==> config.mk <==
export PLATFORM = sky130hd
export DESIGN_NAME = ca_row_xfer
export DESIGN_NICKNAME = d
export VERILOG_FILES = /design/src/rtl/ca_xfer_pkg.sv /design/src/rtl/ca_row_sipo.sv /design/src/rtl/ca_row_piso.sv /design/src/rtl/ca_xfer_fsm.sv /design/src/rtl/ca_row_xfer.sv
export SDC_FILE = /design/constraint.sdc
export NUM_CORES = 1
export LEC_CHECK = 0
export BUFFER_PORTS_ARGS = -buffer_cell sky130_fd_sc_hd__buf_2
export CAP_MARGIN = 15
export CORE_MARGIN = 10
export CORE_UTILIZATION = 55
export CTS_CLUSTER_SIZE = 40
export DETAILED_ROUTE_END_ITERATION = 7
export PLACE_DENSITY = 0.8
export SYNTH_ARGS = -nofsm -noshare
export SYNTH_HDL_FRONTEND = slang
export SYNTH_SLANG_ARGS = --single-unit
==> constraint.sdc <==
create_clock -name clk -period 2.94 [get_ports clk]
set_input_delay 0.588 -clock clk [delete_from_list [all_inputs] [get_ports clk]]
set_output_delay 0.588 -clock clk [all_outputs]
set_load 0.1 [all_outputs]
==> src/rtl/ca_xfer_pkg.sv <==
package ca_xfer_pkg;
  typedef enum logic [2:0] {
    XS_IDLE,
    XS_LOAD,
    XS_ITER,
    XS_READ,
    XS_HOLD
  } xfer_st_e;
endpackage

==> src/rtl/ca_row_sipo.sv <==
module ca_row_sipo #(
  parameter int ROW_W = 16,
  localparam int STG = ROW_W / 8,
  localparam int CW  = $clog2(STG + 1) + 1
) (
  input  logic             clk,
  input  logic             rst_n,
  input  logic             shift_en,
  input  logic             take,
  input  logic [7:0]       din,
  output logic [ROW_W-1:0] row_q
);
  logic [ROW_W-1:0] row_d;

  generate
    if (STG == 1) begin : g_one
      always_comb row_d = din;
    end else begin : g_many
      always_comb row_d = {din, row_q[ROW_W-1:8]};
    end
  endgenerate

  always_ff @(posedge clk or negedge rst_n) begin
    if (!rst_n) row_q <= '0;
    else if (shift_en) row_q <= row_d;
  end

  // checker: bytes shifted in since the last row hand-off
  logic [CW-1:0] fill_q;
  always_ff @(posedge clk or negedge rst_n) begin
    if (!rst_n) fill_q <= '0;
    else if (take) fill_q <= shift_en ? CW'(1) : '0;
    else if (shift_en && fill_q <= CW'(STG)) fill_q <= fill_q + CW'(1);
  end

  assert_full_row_on_take_R3: assert property (@(posedge clk) disable iff (!rst_n)
    take |-> fill_q == CW'(STG));
endmodule

==> src/rtl/ca_row_piso.sv <==
module ca_row_piso #(
  parameter int ROW_W = 16,
  localparam int STG = ROW_W / 8,
  localparam int CW  = $clog2(STG + 1) + 1
) (
  input  logic             clk,
  input  logic             rst_n,
  input  logic             cap,
  input  logic             shift_en,
  input  logic [ROW_W-1:0] din,
  output logic [7:0]       dout
);
  logic [ROW_W-1:0] q;
  logic [ROW_W-1:0] q_d;

  generate
    if (STG == 1) begin : g_one
      always_comb q_d = cap ? din : q;
    end else begin : g_many
      always_comb q_d = cap ? din : {8'h00, q[ROW_W-1:8]};
    end
  endgenerate

  always_ff @(posedge clk or negedge rst_n) begin
    if (!rst_n) q <= '0;
    else if (cap || shift_en) q <= q_d;
  end

  assign dout = q[7:0];

  // checker: bytes still waiting to leave the register
  logic [CW-1:0] left_q;
  always_ff @(posedge clk or negedge rst_n) begin
    if (!rst_n) left_q <= '0;
    else if (cap) left_q <= CW'(STG);
    else if (shift_en && left_q != '0) left_q <= left_q - CW'(1);
  end

  assert_no_overread_R5: assert property (@(posedge clk) disable iff (!rst_n)
    shift_en |-> left_q != '0);
  assert_empty_before_capture_R5: assert property (@(posedge clk) disable iff (!rst_n)
    cap |-> left_q == '0);
endmodule

==> src/rtl/ca_xfer_fsm.sv <==
module ca_xfer_fsm
  import ca_xfer_pkg::*;
#(
  parameter int ROWS   = 4,
  parameter int STG    = 2,
  parameter int ITER_W = 8,
  localparam int NBYTES = ROWS * STG,
  localparam int AW     = (NBYTES > 1) ? $clog2(NBYTES) : 1,
  localparam int SW     = (STG > 1) ? $clog2(STG) : 1,
  localparam int RCW    = $clog2(ROWS + 1)
) (
  input  logic              clk,
  input  logic              rst_n,
  input  logic              start,
  input  logic              step_mode,
  input  logic              cont,
  input  logic [ITER_W-1:0] n_iter,
  output logic              in_rd_en,
  output logic [AW-1:0]     in_addr,
  output logic              sipo_shift,
  output logic              row_take,
  output logic              read_mode,
  output logic              piso_cap,
  output logic              piso_shift,
  output logic              out_wr_en,
  output logic [AW-1:0]     out_addr,
  output logic              arr_iter,
  output logic              busy,
  output logic              load_done,
  output logic              iter_done,
  output logic [RCW-1:0]    rd_rows
);
  xfer_st_e          st, st_d;
  logic              prime, prime_d;
  logic [SW-1:0]     stg, stg_d;
  logic [RCW-1:0]    rows, rows_d;
  logic [AW:0]       raddr, raddr_d;
  logic [AW-1:0]     waddr, waddr_d;
  logic [ITER_W-1:0] itc, itc_d;
  logic [ITER_W-1:0] n_q, n_d;
  logic              mode_q, mode_d;
  logic              ld_q, ld_d;
  logic              itd_q, itd_d;
  logic              rcap, rcap_d;
  logic [RCW-1:0]    rrows, rrows_d;

  wire last_stg = (stg == SW'(STG - 1));

  // output decode
  always_comb begin
    in_rd_en   = (st == XS_LOAD) && (raddr < (AW+1)'(NBYTES));
    sipo_shift = (st == XS_LOAD) && !prime && (rows < RCW'(ROWS));
    row_take   = (st == XS_LOAD) && !prime && (stg == '0) && (rows != '0);
    read_mode  = (st == XS_READ);
    piso_cap   = (st == XS_READ) && rcap;
    piso_shift = (st == XS_READ) && !rcap;
    out_wr_en  = piso_shift;
    arr_iter   = (st == XS_ITER);
  end

  assign in_addr   = raddr[AW-1:0];
  assign out_addr  = waddr;
  assign busy      = (st != XS_IDLE);
  assign load_done = ld_q;
  assign iter_done = itd_q;
  assign rd_rows   = rrows;

  // next-state logic
  always_comb begin
    st_d    = st;
    prime_d = prime;
    stg_d   = stg;
    rows_d  = rows;
    raddr_d = raddr;
    waddr_d = waddr;
    itc_d   = itc;
    n_d     = n_q;
    mode_d  = mode_q;
    ld_d    = ld_q;
    itd_d   = itd_q;
    rcap_d  = rcap;
    rrows_d = rrows;
    unique case (st)
      XS_IDLE: begin
        if (start) begin
          st_d    = XS_LOAD;
          prime_d = 1'b1;
          stg_d   = '0;
          rows_d  = '0;
          raddr_d = '0;
          itc_d   = '0;
          n_d     = n_iter;
          mode_d  = step_mode;
          ld_d    = 1'b0;
          itd_d   = 1'b0;
          rrows_d = '0;
        end
      end
      XS_LOAD: begin
        if (in_rd_en) raddr_d = raddr + (AW+1)'(1);
        if (prime) begin
          prime_d = 1'b0;
        end else if (last_stg) begin
          stg_d = '0;
          if (rows == RCW'(ROWS)) begin
            ld_d = 1'b1;
            if (n_q == '0) begin
              st_d = XS_READ; rcap_d = 1'b1; rows_d = '0; waddr_d = '0; rrows_d = '0;
            end else begin
              st_d = XS_ITER; rows_d = '0;
            end
          end else begin
            rows_d = rows + RCW'(1);
          end
        end else begin
          stg_d = stg + SW'(1);
        end
      end
      XS_ITER: begin
        itc_d = itc + ITER_W'(1);
        if (mode_q || (itc + ITER_W'(1) == n_q)) begin
          st_d = XS_READ; rcap_d = 1'b1; stg_d = '0; rows_d = '0; waddr_d = '0; rrows_d = '0;
        end
      end
      XS_READ: begin
        if (rcap) begin
          rcap_d = 1'b0;
        end else begin
          waddr_d = waddr + AW'(1);
          if (last_stg) begin
            stg_d   = '0;
            rcap_d  = 1'b1;
            rrows_d = rrows + RCW'(1);
            if (rows == RCW'(ROWS - 1)) begin
              rows_d = '0;
              if (mode_q && (itc != n_q)) st_d = XS_HOLD;
              else begin
                st_d  = XS_IDLE;
                itd_d = 1'b1;
              end
            end else begin
              rows_d = rows + RCW'(1);
            end
          end else begin
            stg_d = stg + SW'(1);
          end
        end
      end
      XS_HOLD: begin
        if (cont) st_d = XS_ITER;
      end
      default: st_d = XS_IDLE;
    endcase
  end

  // state registers
  always_ff @(posedge clk or negedge rst_n) begin
    if (!rst_n) begin
      st    <= XS_IDLE;
      prime <= 1'b0;
      stg   <= '0;
      rows  <= '0;
      raddr <= '0;
      waddr <= '0;
      itc   <= '0;
      n_q   <= '0;
      mode_q <= 1'b0;
      ld_q  <= 1'b0;
      itd_q <= 1'b0;
      rcap  <= 1'b0;
      rrows <= '0;
    end else begin
      st    <= st_d;
      prime <= prime_d;
      stg   <= stg_d;
      rows  <= rows_d;
      raddr <= raddr_d;
      waddr <= waddr_d;
      itc   <= itc_d;
      n_q   <= n_d;
      mode_q <= mode_d;
      ld_q  <= ld_d;
      itd_q <= itd_d;
      rcap  <= rcap_d;
      rrows <= rrows_d;
    end
  end

  assert_mem_ports_excl_R10: assert property (@(posedge clk) disable iff (!rst_n)
    !(in_rd_en && out_wr_en));
  assert_addr_step_R2: assert property (@(posedge clk) disable iff (!rst_n)
    (in_rd_en && $past(in_rd_en)) |-> in_addr == $past(in_addr) + AW'(1));
  assert_start_ignored_R8: assert property (@(posedge clk) disable iff (!rst_n)
    (busy && start) |=> ($stable(mode_q) && $stable(n_q)));
  assert_iter_cap_R6: assert property (@(posedge clk) disable iff (!rst_n)
    arr_iter |-> itc < n_q);
  assert_hold_waits_R7: assert property (@(posedge clk) disable iff (!rst_n)
    (st == XS_HOLD && !cont) |=> (st == XS_HOLD && !out_wr_en));
endmodule

==> src/rtl/ca_row_xfer.sv <==
module ca_row_xfer #(
  parameter int COLS   = 8,
  parameter int CBITS  = 2,
  parameter int ROWS   = 4,
  parameter int ITER_W = 8,
  localparam int ROW_W  = COLS * CBITS,
  localparam int STG    = ROW_W / 8,
  localparam int NBYTES = ROWS * STG,
  localparam int AW     = (NBYTES > 1) ? $clog2(NBYTES) : 1,
  localparam int RCW    = $clog2(ROWS + 1)
) (
  input  logic              clk,
  input  logic              rst_n,
  input  logic              start,
  input  logic              step_mode,
  input  logic              cont,
  input  logic [ITER_W-1:0] n_iter,
  output logic              in_rd_en,
  output logic [AW-1:0]     in_addr,
  input  logic [7:0]        in_rdata,
  output logic              out_wr_en,
  output logic [AW-1:0]     out_addr,
  output logic [7:0]        out_wdata,
  output logic              arr_load,
  output logic              arr_iter,
  output logic [ROW_W-1:0]  arr_top_in,
  input  logic [ROW_W-1:0]  arr_bot_in,
  output logic              busy,
  output logic              load_done,
  output logic              iter_done,
  output logic [RCW-1:0]    rd_rows
);
  logic             sipo_shift, row_take, read_mode, piso_cap, piso_shift;
  logic [ROW_W-1:0] sipo_row;

  ca_xfer_fsm #(.ROWS(ROWS), .STG(STG), .ITER_W(ITER_W)) u_fsm (
    .clk(clk), .rst_n(rst_n), .start(start), .step_mode(step_mode), .cont(cont),
    .n_iter(n_iter), .in_rd_en(in_rd_en), .in_addr(in_addr), .sipo_shift(sipo_shift),
    .row_take(row_take), .read_mode(read_mode), .piso_cap(piso_cap),
    .piso_shift(piso_shift), .out_wr_en(out_wr_en), .out_addr(out_addr),
    .arr_iter(arr_iter), .busy(busy), .load_done(load_done), .iter_done(iter_done),
    .rd_rows(rd_rows)
  );

  ca_row_sipo #(.ROW_W(ROW_W)) u_sipo (
    .clk(clk), .rst_n(rst_n), .shift_en(sipo_shift), .take(row_take),
    .din(in_rdata), .row_q(sipo_row)
  );

  ca_row_piso #(.ROW_W(ROW_W)) u_piso (
    .clk(clk), .rst_n(rst_n), .cap(piso_cap), .shift_en(piso_shift),
    .din(arr_bot_in), .dout(out_wdata)
  );

  // boundary redirect: during readout the bottom row wraps to the top
  assign arr_top_in = read_mode ? arr_bot_in : sipo_row;
  assign arr_load   = row_take | piso_cap;

  assert_load_iter_excl_R10: assert property (@(posedge clk) disable iff (!rst_n)
    !(arr_load && arr_iter));
  assert_idle_quiet_R1: assert property (@(posedge clk) disable iff (!rst_n)
    !busy |-> !(in_rd_en || out_wr_en || arr_load || arr_iter));
endmodule

Yosys cells after proc, flatten, opt, wreduce, memory -nomap -nowiden. Cells that the tools add are included.

Logic and storage cells: 140. Register bits: 70. Input port bits: 37. Output and inout bits: 40.

$add $sub $neg: 6. Reductions and logical operators: 33. Muxes and demuxes: 62. Bitwise logic cells: 2. Magnitude comparators: 2. Equal/unequal tests: 20.

Operators with widths (count): 3-bit two-way mux (25); 16-bit two-way mux (2); 3-bit one-hot mux with 4 select lines (2); 1-bit two-way mux (21); 9-bit AND reduction (2); 2-bit inequality test (second input constant) (8); 8-bit one-hot mux with 2 select lines (1); 3-bit one-hot mux with 5 select lines (1); 7-bit AND reduction (2); 6-bit AND reduction (2); 5-bit AND reduction (2); 3-bit by 1-bit adder with 3-bit output (second input constant) (3); 3-bit by 2-bit equality test with 1-bit output (second input constant) (3); 3-bit one-hot mux with 3 select lines (1); 3-bit nonzero test (3); 8-bit by 1-bit adder with 8-bit output (second input constant) (1); 8-bit equality test (1); 1-bit logical AND (8); 8-bit logical NOT (1); 4-bit two-way mux (2); 8-bit two-way mux (1); 2-bit by 1-bit inequality test with 1-bit output (second input constant) (4); 8-bit inequality test (1); 4-bit one-hot mux with 2 select lines (1); other kinds (18) (27).

Depth between registers and ports, before layout. Gate-level depths: netlist (run 1).

Depth after elaboration: 7. Depth in mapped cells: 8. Depth with buffers taken out: 8.

Modules after synthesis. From an unflattened synthesis (run 1), not the netlist that was laid out.

Cells, all modules: 384. Area, all modules: 4007.6 um2.

By module, submodules not included: ca_xfer_fsm (area an instance 2311.0 um2, sequential area each 950.9 um2, cells an instance 254, instances 1); ca_row_piso (area an instance 792.0 um2, sequential area each 400.4 um2, cells an instance 77, instances 1); ca_row_sipo (area an instance 649.4 um2, sequential area each 400.4 um2, cells an instance 34, instances 1); ca_row_xfer (area an instance 255.2 um2, sequential area each 0.0 um2, cells an instance 19, instances 1).

Worst setup path after synthesis (run 1). No wires, ideal clock.

Path type: register -> output. Start point: register u_fsm.rcap. End point: output arr_load. Slack: -0.108 ns. Arrival: 2.460 ns. Stages on the path, launching flop included: 5. Buffers on the path: 2. Required time: 2.352 ns. Cell sequence: dfrtp_1 -> buf_1 -> clkbuf_1 -> a21oi_1 -> nor2_1.

Longest elaborated chain between the ends: 2.

Ends and longest elaborated chain: from (decl) (RTL line ca_xfer_fsm.sv:44) `logic rcap, rcap_d;`; from (signal assigned) (RTL line ca_xfer_fsm.sv:184) `rcap <= rcap_d;`; 1-bit logical AND (RTL line ca_xfer_fsm.sv:55) `piso_cap = (st == XS_READ) && rcap;`; 1-bit OR (RTL line ca_row_xfer.sv:57) `assign arr_load = row_take | piso_cap;`; to (decl) (RTL line ca_row_xfer.sv:24) `output logic arr_load,`.

No other way between the ends.

Worst setup path after layout (run 1).
Start point: register u_fsm.st[2]. End point: output arr_top_in[12].

Longest elaborated chain between the ends: 2.

Ends and longest elaborated chain: from (decl) (RTL line ca_xfer_fsm.sv:33) `xfer_st_e st, st_d;`; from (signal assigned) (RTL line ca_xfer_fsm.sv:173) `st <= st_d;`; 3-bit by 2-bit equality test with 1-bit output (RTL line ca_xfer_fsm.sv:54) `read_mode = (st == XS_READ);`; 16-bit two-way mux (RTL line ca_row_xfer.sv:56) `assign arr_top_in = read_mode ? arr_bot_in : sipo_row;`; to (decl) (RTL line ca_row_xfer.sv:26) `output logic [ROW_W-1:0] arr_top_in,`.

No other way between the ends.

==> impl_metrics.tcl, run 1 <==
set metrics [dict create \
    cts_repair_resize_count 0 \
    finalCriticalPeriod_ps 2690 \
    xor_and_xnor_area_share_after_synthesis_pct 3.22 \
    cts.clk_slew.worst_paths_ps 80 \
    number_of_flops_mapped_to_enable_cells_by_yosys 0 \
    htree_num_levels 3 \
    dr_wl_cell_um 17.0 \
    postSynthRegisterBits 70 \
    ys_warn_count 0 \
    setup_tns_ps 0 \
    synthAdderAreaFrac_pct 2.63 \
    synth_top_family_by_area "simple AND/OR/NAND/NOR gates" \
    setup_viol 0 \
    hp-class "primary input to async pin" \
    criticalPathCategory "flop to output port" \
    detailedPlace.worstSlack_ps 395 \
    synthesis.area_per_instance_um2 9.04 \
    simple_gate_fraction_of_synth_area_pct 22.5 \
    min_period_over_period_pct 91.4 \
    clock-sinks 70 \
    worst_pin_slew_ps 869 \
    worst_setup_path_end_kind "output port" \
    dp_hpwl_mm 7.37 \
    synth.mux.area_fraction_pct 9.30 \
    grt_max_degree 31 \
    via_count 3153 \
    reg2reg_depth 7 \
    n_antenna_cell 0 \
    worst_ep_required_time_ps 2350 \
    antenna_found_initial 0 \
    gr-total-overflow 0 \
    num-nets-final 527 \
    final_cell_mix "sky130_fd_sc_hd__nand2_1 (122), sky130_fd_sc_hd__dfrtp_1 (70), sky130_fd_sc_hd__buf_2 (59), sky130_fd_sc_hd__nor2_1 (20), sky130_fd_sc_hd__nand3_1 (18)" \
    place_inst 551 \
    route.antenna.remaining_nets 0 \
    clk_latency_ps 340 \
    area_growth_syn_to_layout_pct 21.6 \
    ratio_of_cells_with_drive_above_1_in_the_final_layout_pct 25.1 \
    drt-initial-drc-count 204 \
    die_span_x_um 103 \
    dominantRegCellSynth "sky130_fd_sc_hd__dfrtp_1" \
    max-clock-path-buffers 2 \
    fmaxAchievable_mhz 372 \
    detailed_router_iteration_count_before_antenna_repair 5 \
    via_count_of_the_first_global_routing_pass 3281 \
    avgViaCountPerCell 5.56 \
    boundaryPins 77 \
    synth-compound-area-share_pct 11.2 \
    place.gp.congestion 0.928 \
    die_h_um 103 \
    groute.usage.overall_pct 19.1 \
    number_of_buffers_inserted_during_clock_tree_synthesis 9 \
    design.core.area_um2 6760 \
    run_status "completed" \
    routed_wirelength_mm 9.66 \
    hold_viol 0 \
    final.setup_skew_ps 7.37 \
    cts_hold_buf 0 \
    cp_max_fo 30 \
    worst_ep_arrival_time_ps 2100 \
    initial_util_pct 56.4 \
    clock_tree_from_tritoncts "yes" \
    syn_inst 421 \
    part_of_the_yosys_area_used_for_sequential_elements_pct 46.0 \
    wire_length_of_the_first_global_routing_pass_mm 16.1 \
    pins_over_slew_limit 0 \
    drv_cap 0 \
    drc 0 \
    root_buffer "sky130_fd_sc_hd__clkbuf_8" \
    fillCellCount 530 \
    grt_setup_unrepaired "false" \
    synth_cell_types 52 \
    asyncSetResetFlopFracSynth_pct 100 \
    fp-row-count 30 \
    worst_slack_ps 252 \
    layout_commonest_cell "sky130_fd_sc_hd__nand2_1" \
    cts_post_setup_buffers_inserted 0 \
    floorplan.die_area_um2 10700 \
    slew_headroom_pct 40.6 \
    buffer_ports.inserted 76 \
    post_synthesis_instance_area_um2 3810 \
    layoutNonFillerInstCount 567 \
    critPathLaunchType "flop" \
    postSynthNetCount 466 \
]
[layout make-up]
class	count	area, um2	share of cell area (%)
multi-input cells	310	1860	40.2
inverters	8	30.0	0.648
repair buffers	83	688	14.9
well taps	80	100	2.16
clock buffers	11	141	3.05
flip-flops and latches	70	1750	37.8
clock inverters	5	58.8	1.27
[per-layer routing]
layer	vias to the layer above	GRT usage [%]	wire, um
met5	-	0	0
met4	0	4.81	102
met3	15	4.92	495
met2	64	31.7	4890
met1	1512	24.2	4170
li1	1562	-	-
[logic make-up after synthesis]
family / after synthesis
buffers and inverters: 41
AND/OR/NAND/NOR: 195
multiplexers: 33
AO/OA/AOI/OAI: 60
flip-flops: 70
XOR/XNOR: 14
adder cells (fa/ha/maj): 8
[registers in the layout (all words and copies together) (netlist names)]
name,flops
u_fsm.raddr,4
u_fsm.n_q,8
u_sipo.row_q,16
u_fsm.iter_done,1
u_fsm.mode_q,1
u_fsm.load_done,1
u_piso.q,16
u_fsm.st,3
u_fsm.itc,8
u_fsm.last_stg,1
u_fsm.rcap,1
u_fsm.out_addr,3
u_fsm.rd_rows,3
u_fsm.rows,3
u_fsm.prime,1
[cell usage after synthesis (2+ instances only)]
cell                        instances  area (um2)
sky130_fd_sc_hd__dfrtp_1           70        1750
sky130_fd_sc_hd__nor4_1             4        25.0
sky130_fd_sc_hd__o31ai_1            3        22.5
sky130_fd_sc_hd__o2bb2ai_1          2        17.5
sky130_fd_sc_hd__a32o_1             2        20.0
sky130_fd_sc_hd__ha_1               8         100
sky130_fd_sc_hd__nand3_1           18        90.1
sky130_fd_sc_hd__nor3_1             4        20.0
sky130_fd_sc_hd__xor2_1             9        78.8
sky130_fd_sc_hd__a21oi_1           13        65.1
sky130_fd_sc_hd__nand2_1          122         458
sky130_fd_sc_hd__mux2_1             2        22.5
sky130_fd_sc_hd__inv_1              8        30.0
sky130_fd_sc_hd__a211oi_1           2        15.0
sky130_fd_sc_hd__o211ai_1           3        22.5
sky130_fd_sc_hd__and2_1             3        18.8
sky130_fd_sc_hd__a41oi_1            4        35.0
sky130_fd_sc_hd__mux2i_1           14         140
sky130_fd_sc_hd__nor2b_1            5        31.3
sky130_fd_sc_hd__nor2_1            21        78.8
sky130_fd_sc_hd__buf_2              2        10.0
sky130_fd_sc_hd__o2111ai_1          3        26.3
sky130_fd_sc_hd__buf_1              3        11.3
sky130_fd_sc_hd__nand2b_1           4        25.0
sky130_fd_sc_hd__buf_4             11        82.6
sky130_fd_sc_hd__or3_1              4        25.0
sky130_fd_sc_hd__clkbuf_1          17        63.8
sky130_fd_sc_hd__o21ai_0           12        60.1
sky130_fd_sc_hd__nand3b_1           2        15.0
sky130_fd_sc_hd__a2111oi_0          3        26.3
sky130_fd_sc_hd__or2_2              2        12.5
sky130_fd_sc_hd__xnor2_1            5        43.8
sky130_fd_sc_hd__mux2_2            17         191
[worst paths after layout]
path	startpoint	endpoint	slack (ps)
setup / recovery	u_fsm.st[2]$_DFFE_PN0P_	arr_top_in[12]	250
hold / removal	rst_n	u_fsm.itc[7]$_DFFE_PN0P_	240
setup reg to reg	u_fsm.itc[0]$_DFFE_PN0P_	u_fsm.last_stg$_DFFE_PN0P_	330
hold reg to reg	u_piso.q[13]$_DFFE_PN0P_	u_piso.q[13]$_DFFE_PN0P_	470
max in group asynchronous	rst_n	u_piso.q[14]$_DFFE_PN0P_	1950
min in group clk	n_iter[1]	u_fsm.n_q[1]$_DFFE_PN0P_	430
[worst max-delay path: stages, from the launching register on]
cell	delay [ps]
sky130_fd_sc_hd__dfrtp_1	510
sky130_fd_sc_hd__nor2b_1	280
sky130_fd_sc_hd__and2_1	160
sky130_fd_sc_hd__buf_4	300
sky130_fd_sc_hd__nand2_1	140
sky130_fd_sc_hd__nand2_1	150
sky130_fd_sc_hd__buf_12	190
[stage by stage]
stage	hold slack [ps]	area [um2]	util [%]
2_1_floorplan	292	3810	-
3_3_place_gp	449	4430	65.6
3_5_place_dp	455	4430	65.6
4_1_cts	262	4630	68.5
5_1_grt	276	4630	68.5
6_report	245	4630	68.5
Power of run 1 is left out: the tool's default activity adds up to more than one toggle a clock period on the data nets, which glitch-free logic cannot reach.
==> run 2, diff against run 1 <==
- RECOVER_POWER: default -> 100
==> run 2 against run 1 <==
Effect of this change:
- cell area down 5.5%
- clock skew up 2.4 ps
- clock-buffer cell count unchanged
- sequential cell count did not move
- die area unchanged
- wire length is 0.55% higher
- setup slack worse by 63 ps
- sequential share of layout area increased by 2.2 points
- critical path type unchanged
- largest cell class unchanged
- highest routed layer unchanged
==> impl_metrics.tcl, run 2 (synthesis results as in run 1) <==
set metrics [dict create \
    worst_ep_arrival_time_ps 2160 \
    largestRegisters "u_piso.q: 16 flops, u_sipo.row_q: 16 flops" \
    num-nets-final 527 \
    grt_setup_unrepaired "false" \
    detailed_router_iteration_count_before_antenna_repair 5 \
    buffer_ports.inserted 76 \
    hp-class "primary input to flop" \
    grt_max_degree 31 \
    hold_viol 0 \
    cts_hold_buf 0 \
    die_span_x_um 103 \
    path_cells "nor2b_1 -> and2_1 -> buf_4 -> nand2_1 -> nand2_1 -> buf_4" \
    worst_pin_slew_ps 1440 \
    detailed_place.area_um2 4430 \
    finalCriticalPeriod_ps 2750 \
    avgViaCountPerCell 5.59 \
    dp_hpwl_mm 7.37 \
    clk_latency_ps 340 \
    root_buffer "sky130_fd_sc_hd__clkbuf_8" \
    cp_top_family "simple AND/OR/NAND/NOR gates" \
    worstHoldEndpoint "u_fsm.n_q[1]$_DFFE_PN0P_" \
    boundaryPins 77 \
    number_of_buffers_inserted_during_clock_tree_synthesis 9 \
    design.core.area_um2 6760 \
    clock_tree_from_tritoncts "yes" \
    routed_wirelength_mm 9.71 \
    drt-initial-drc-count 218 \
    htree_num_levels 3 \
    final.setup_skew_ps 9.76 \
    groute.usage.overall_pct 19.1 \
    cts_post_setup_buffers_inserted 0 \
    setup_viol 0 \
    worst_setup_path_end_kind "output port" \
    detailedPlace.worstSlack_ps 395 \
    area_growth_syn_to_layout_pct 14.9 \
    drv_cap 0 \
    number_of_cells_traversed_by_the_worst_hold_path 3 \
    max-clock-path-buffers 2 \
    ratio_of_cells_with_drive_above_1_in_the_final_layout_pct 19.9 \
    n_antenna_cell 0 \
    layout_commonest_cell "sky130_fd_sc_hd__nand2_1" \
    setup_tns_ps 0 \
    timing.hold.worst.start "n_iter[1]" \
    worst_ep_required_time_ps 2350 \
    pins_over_slew_limit 0 \
    initial_util_pct 56.4 \
    via_count 3170 \
    reg2reg_depth 7 \
    critical_path_buf_inv_count 2 \
    drc 0 \
    antenna_found_initial 0 \
    die_h_um 103 \
    min_period_over_period_pct 93.6 \
    fp-row-count 30 \
    r2r_slack_ps 320 \
    dr_wl_cell_um 17.1 \
    fmaxAchievable_mhz 363 \
    cts_repair_resize_count 0 \
    criticalPathCategory "flop to output port" \
    slew_headroom_pct 3.86 \
    wire_length_of_the_first_global_routing_pass_mm 16.1 \
    place.gp.congestion 0.928 \
    floorplan.die_area_um2 10700 \
    final_area_um2 4380 \
    crit_path_start "u_fsm.st[2]$_DFFE_PN0P_" \
    critPathLaunchType "flop" \
    fin_util_pct 64.8 \
    run_status "completed" \
    clock-sinks 70 \
    cts.clk_slew.worst_paths_ps 80 \
    worstReg2RegEnd "u_fsm.rows[0]$_DFFE_PN0P_" \
    critical-path-slowest-cell "sky130_fd_sc_hd__dfrtp_1" \
    worst_slack_ps 189 \
    final_cell_mix "sky130_fd_sc_hd__nand2_1 (122), sky130_fd_sc_hd__dfrtp_1 (70), sky130_fd_sc_hd__buf_2 (36), sky130_fd_sc_hd__clkbuf_1 (24), sky130_fd_sc_hd__nor2_1 (20)" \
    via_count_of_the_first_global_routing_pass 3281 \
    timing.critical_path.slowest_cell_delay_ps 510 \
    cp_max_fo 30 \
    gr-total-overflow 0 \
    crit-reg2reg-launch "u_fsm.itc[0]$_DFFE_PN0P_" \
    route.antenna.remaining_nets 0 \
]
run 2: layout make-up:
| cell class | instances | area [um2] |
|---|---|---|
| clock buffer | 11 | 141 |
| clock inverter | 5 | 58.8 |
| fill | 578 | 2380 |
| inverter | 8 | 30.0 |
| multi-input combinational | 310 | 1860 |
| sequential | 70 | 1750 |
| tap | 80 | 100 |
| timing repair buffer | 83 | 437 |
run 2: worst min-delay path: cells and delay by family:
family	cells	cell delay (ps)
simple gates	2	80
buf+inv	1	70
run 2: metrics by stage:
step | std cells | hold WS (ps)
2_1_floorplan | 421 | 292
3_3_place_gp | 551 | 449
4_1_cts | 567 | 262
5_1_grt | 567 | 431
3_5_place_dp | 551 | 455
6_report | 567 | 425
run 2: worst max path at each step:
stage          slack [ps]                          to  cells after the start
2_1_floorplan          10                   out_wr_en                      4
3_3_place_gp          500  u_fsm.last_stg$_DFFE_PN0P_                      7
5_1_grt                10                    arr_load                      6
4_1_cts               280              arr_top_in[12]                      6
3_5_place_dp          400  u_fsm.last_stg$_DFFE_PN0P_                      7
6_report              190              arr_top_in[12]                      6
run 2: metal layers:
metal	vias up	track usage, %	part of all wire (%)
met2	76	31.7	51
met4	0	4.81	1.2
met3	13	4.92	4.8
li1	1557	-	-
met1	1524	24.2	43
met5	-	0	0
Power of run 2 is left out for the same reason.
==> run 3, diff against run 2 <==
- CORE_MARGIN: 10 -> 5
==> run 3 against run 2 <==
Effect of this change:
- worst hold slack improved by 5.1 ps
- final cell count fell by 0.18%
- wire length down 7.9%
- critical path depth unchanged
- cell area decreased by 0.83%
- critical path type unchanged
==> impl_metrics.tcl, run 3 (synthesis results as in run 1) <==
set metrics [dict create \
    avgViaCountPerCell 5.68 \
    largestRegisters "u_piso.q: 16 flops, u_sipo.row_q: 16 flops" \
    cts_hold_buf 0 \
    die_h_um 93.2 \
    number_of_buffers_inserted_during_clock_tree_synthesis 9 \
    ratio_of_cells_with_drive_above_1_in_the_final_layout_pct 20.2 \
    run_status "completed" \
    cts.clk_slew.worst_paths_ps 80 \
    routed_wirelength_mm 8.94 \
    root_buffer "sky130_fd_sc_hd__clkbuf_8" \
    area_growth_syn_to_layout_pct 14.0 \
    groute.usage.overall_pct 21.9 \
    initial_util_pct 56.4 \
    fmaxAchievable_mhz 368 \
    cp_max_fo 30 \
    fp-row-count 30 \
    pins_over_slew_limit 0 \
    floorplan.die_area_um2 8690 \
    cts_post_setup_buffers_inserted 0 \
    critPathLaunchType "flop" \
    drt-initial-drc-count 172 \
    grtUsageMet1_pct 30.5 \
    setup_viol 0 \
    timing.hold.worst.start "n_iter[3]" \
    drv_cap 0 \
    clock-sinks 70 \
    final.setup_skew_ps 7.90 \
    design.core.area_um2 6760 \
    setup_tns_ps 0 \
    hold_viol 0 \
    dr_wl_cell_um 15.8 \
    route.antenna.remaining_nets 0 \
    buffer_ports.inserted 76 \
    boundaryPins 77 \
    die_span_x_um 93.2 \
    htree_num_levels 3 \
    via_count 3217 \
    gr-total-overflow 0 \
    place.gp.congestion 0.968 \
    grt_busiest_layer "met2" \
    max-clock-path-buffers 2 \
    wire_length_of_the_first_global_routing_pass_mm 15.2 \
    grt_setup_unrepaired "false" \
    detailed_router_iteration_count_before_antenna_repair 4 \
    grt_max_degree 45 \
    finalCriticalPeriod_ps 2710 \
    via_count_of_the_first_global_routing_pass 3132 \
    number_of_cells_traversed_by_the_worst_hold_path 3 \
    worst_ep_arrival_time_ps 2130 \
    crit_path_start "u_fsm.st[2]$_DFFE_PN0P_" \
    dp_hpwl_mm 6.68 \
    clk_latency_ps 340 \
    cts_repair_resize_count 0 \
    min_period_over_period_pct 92.3 \
    num-nets-final 526 \
    n_antenna_cell 0 \
    final_cell_mix "sky130_fd_sc_hd__nand2_1 (122), sky130_fd_sc_hd__dfrtp_1 (70), sky130_fd_sc_hd__buf_2 (35), sky130_fd_sc_hd__clkbuf_1 (22), sky130_fd_sc_hd__nor2_1 (20)" \
    worst_pin_slew_ps 1350 \
    clock_tree_from_tritoncts "yes" \
    drc 0 \
    hp-class "primary input to flop" \
    crit-reg2reg-launch "u_fsm.itc[0]$_DFFE_PN0P_" \
    grt_util_met3_pct 4.59 \
    worst_ep_required_time_ps 2350 \
    fin_util_pct 64.2 \
    worst_setup_path_end_kind "output port" \
    slew_headroom_pct 9.84 \
    reg2reg_depth 7 \
    layout_commonest_cell "sky130_fd_sc_hd__nand2_1" \
    grt_util_met2_pct 34.1 \
    antenna_found_initial 0 \
    criticalPathCategory "flop to output port" \
]
-- run 3: worst paths after layout --
kind                                              to  slack [ps]
max in group asynchronous    u_piso.q[8]$_DFFE_PN0P_         780
min in group asynchronous   u_fsm.n_q[4]$_DFFE_PN0P_         530
min reg2reg                  u_piso.q[9]$_DFFE_PN0P_         470
max reg2reg                u_fsm.rows[2]$_DFFE_PN0P_         330
min                         u_fsm.n_q[3]$_DFFE_PN0P_         430
max                                   arr_top_in[11]         230
-- run 3: through the flow --
| step | cell area (um2) | setup WS (ps) | std cells | hold slack [ps] |
|---|---|---|---|---|
| 2_1_floorplan | 3810 | 12.2 | 421 | 292 |
| 3_3_place_gp | 4420 | 500 | 550 | 450 |
| 3_5_place_dp | 4420 | 415 | 550 | 456 |
| 4_1_cts | 4590 | 237 | 566 | 236 |
| 5_1_grt | 4340 | 69.1 | 566 | 420 |
| 6_report | 4340 | 225 | 566 | 430 |
-- run 3: layer usage --
layer,part of all wire (%),vias to the layer above
met5,0,-
met1,44,1534
met2,49,105
li1,-,1564
met3,5.6,14
met4,1.4,0
-- run 3: final cells by class --
cell class | instances | area [um2]
Clock buffer | 10 | 128
Clock inverter | 6 | 38.8
Fill cell | 580 | 2420
Inverter | 8 | 30.0
Multi-Input combinational cell | 310 | 1860
Sequential cell | 70 | 1750
Tap cell | 80 | 100
Timing Repair Buffer | 82 | 434
-- run 3: worst max-delay path, cell delays in order (launching register included) --
cell and delay (ps):
sky130_fd_sc_hd__dfrtp_1 510, sky130_fd_sc_hd__nor2b_1 280, sky130_fd_sc_hd__and2_1 160, sky130_fd_sc_hd__buf_4 300, sky130_fd_sc_hd__nand2_1 120, sky130_fd_sc_hd__nand2_1 80
sky130_fd_sc_hd__clkbuf_4 330
Power of run 3 is left out for the same reason.
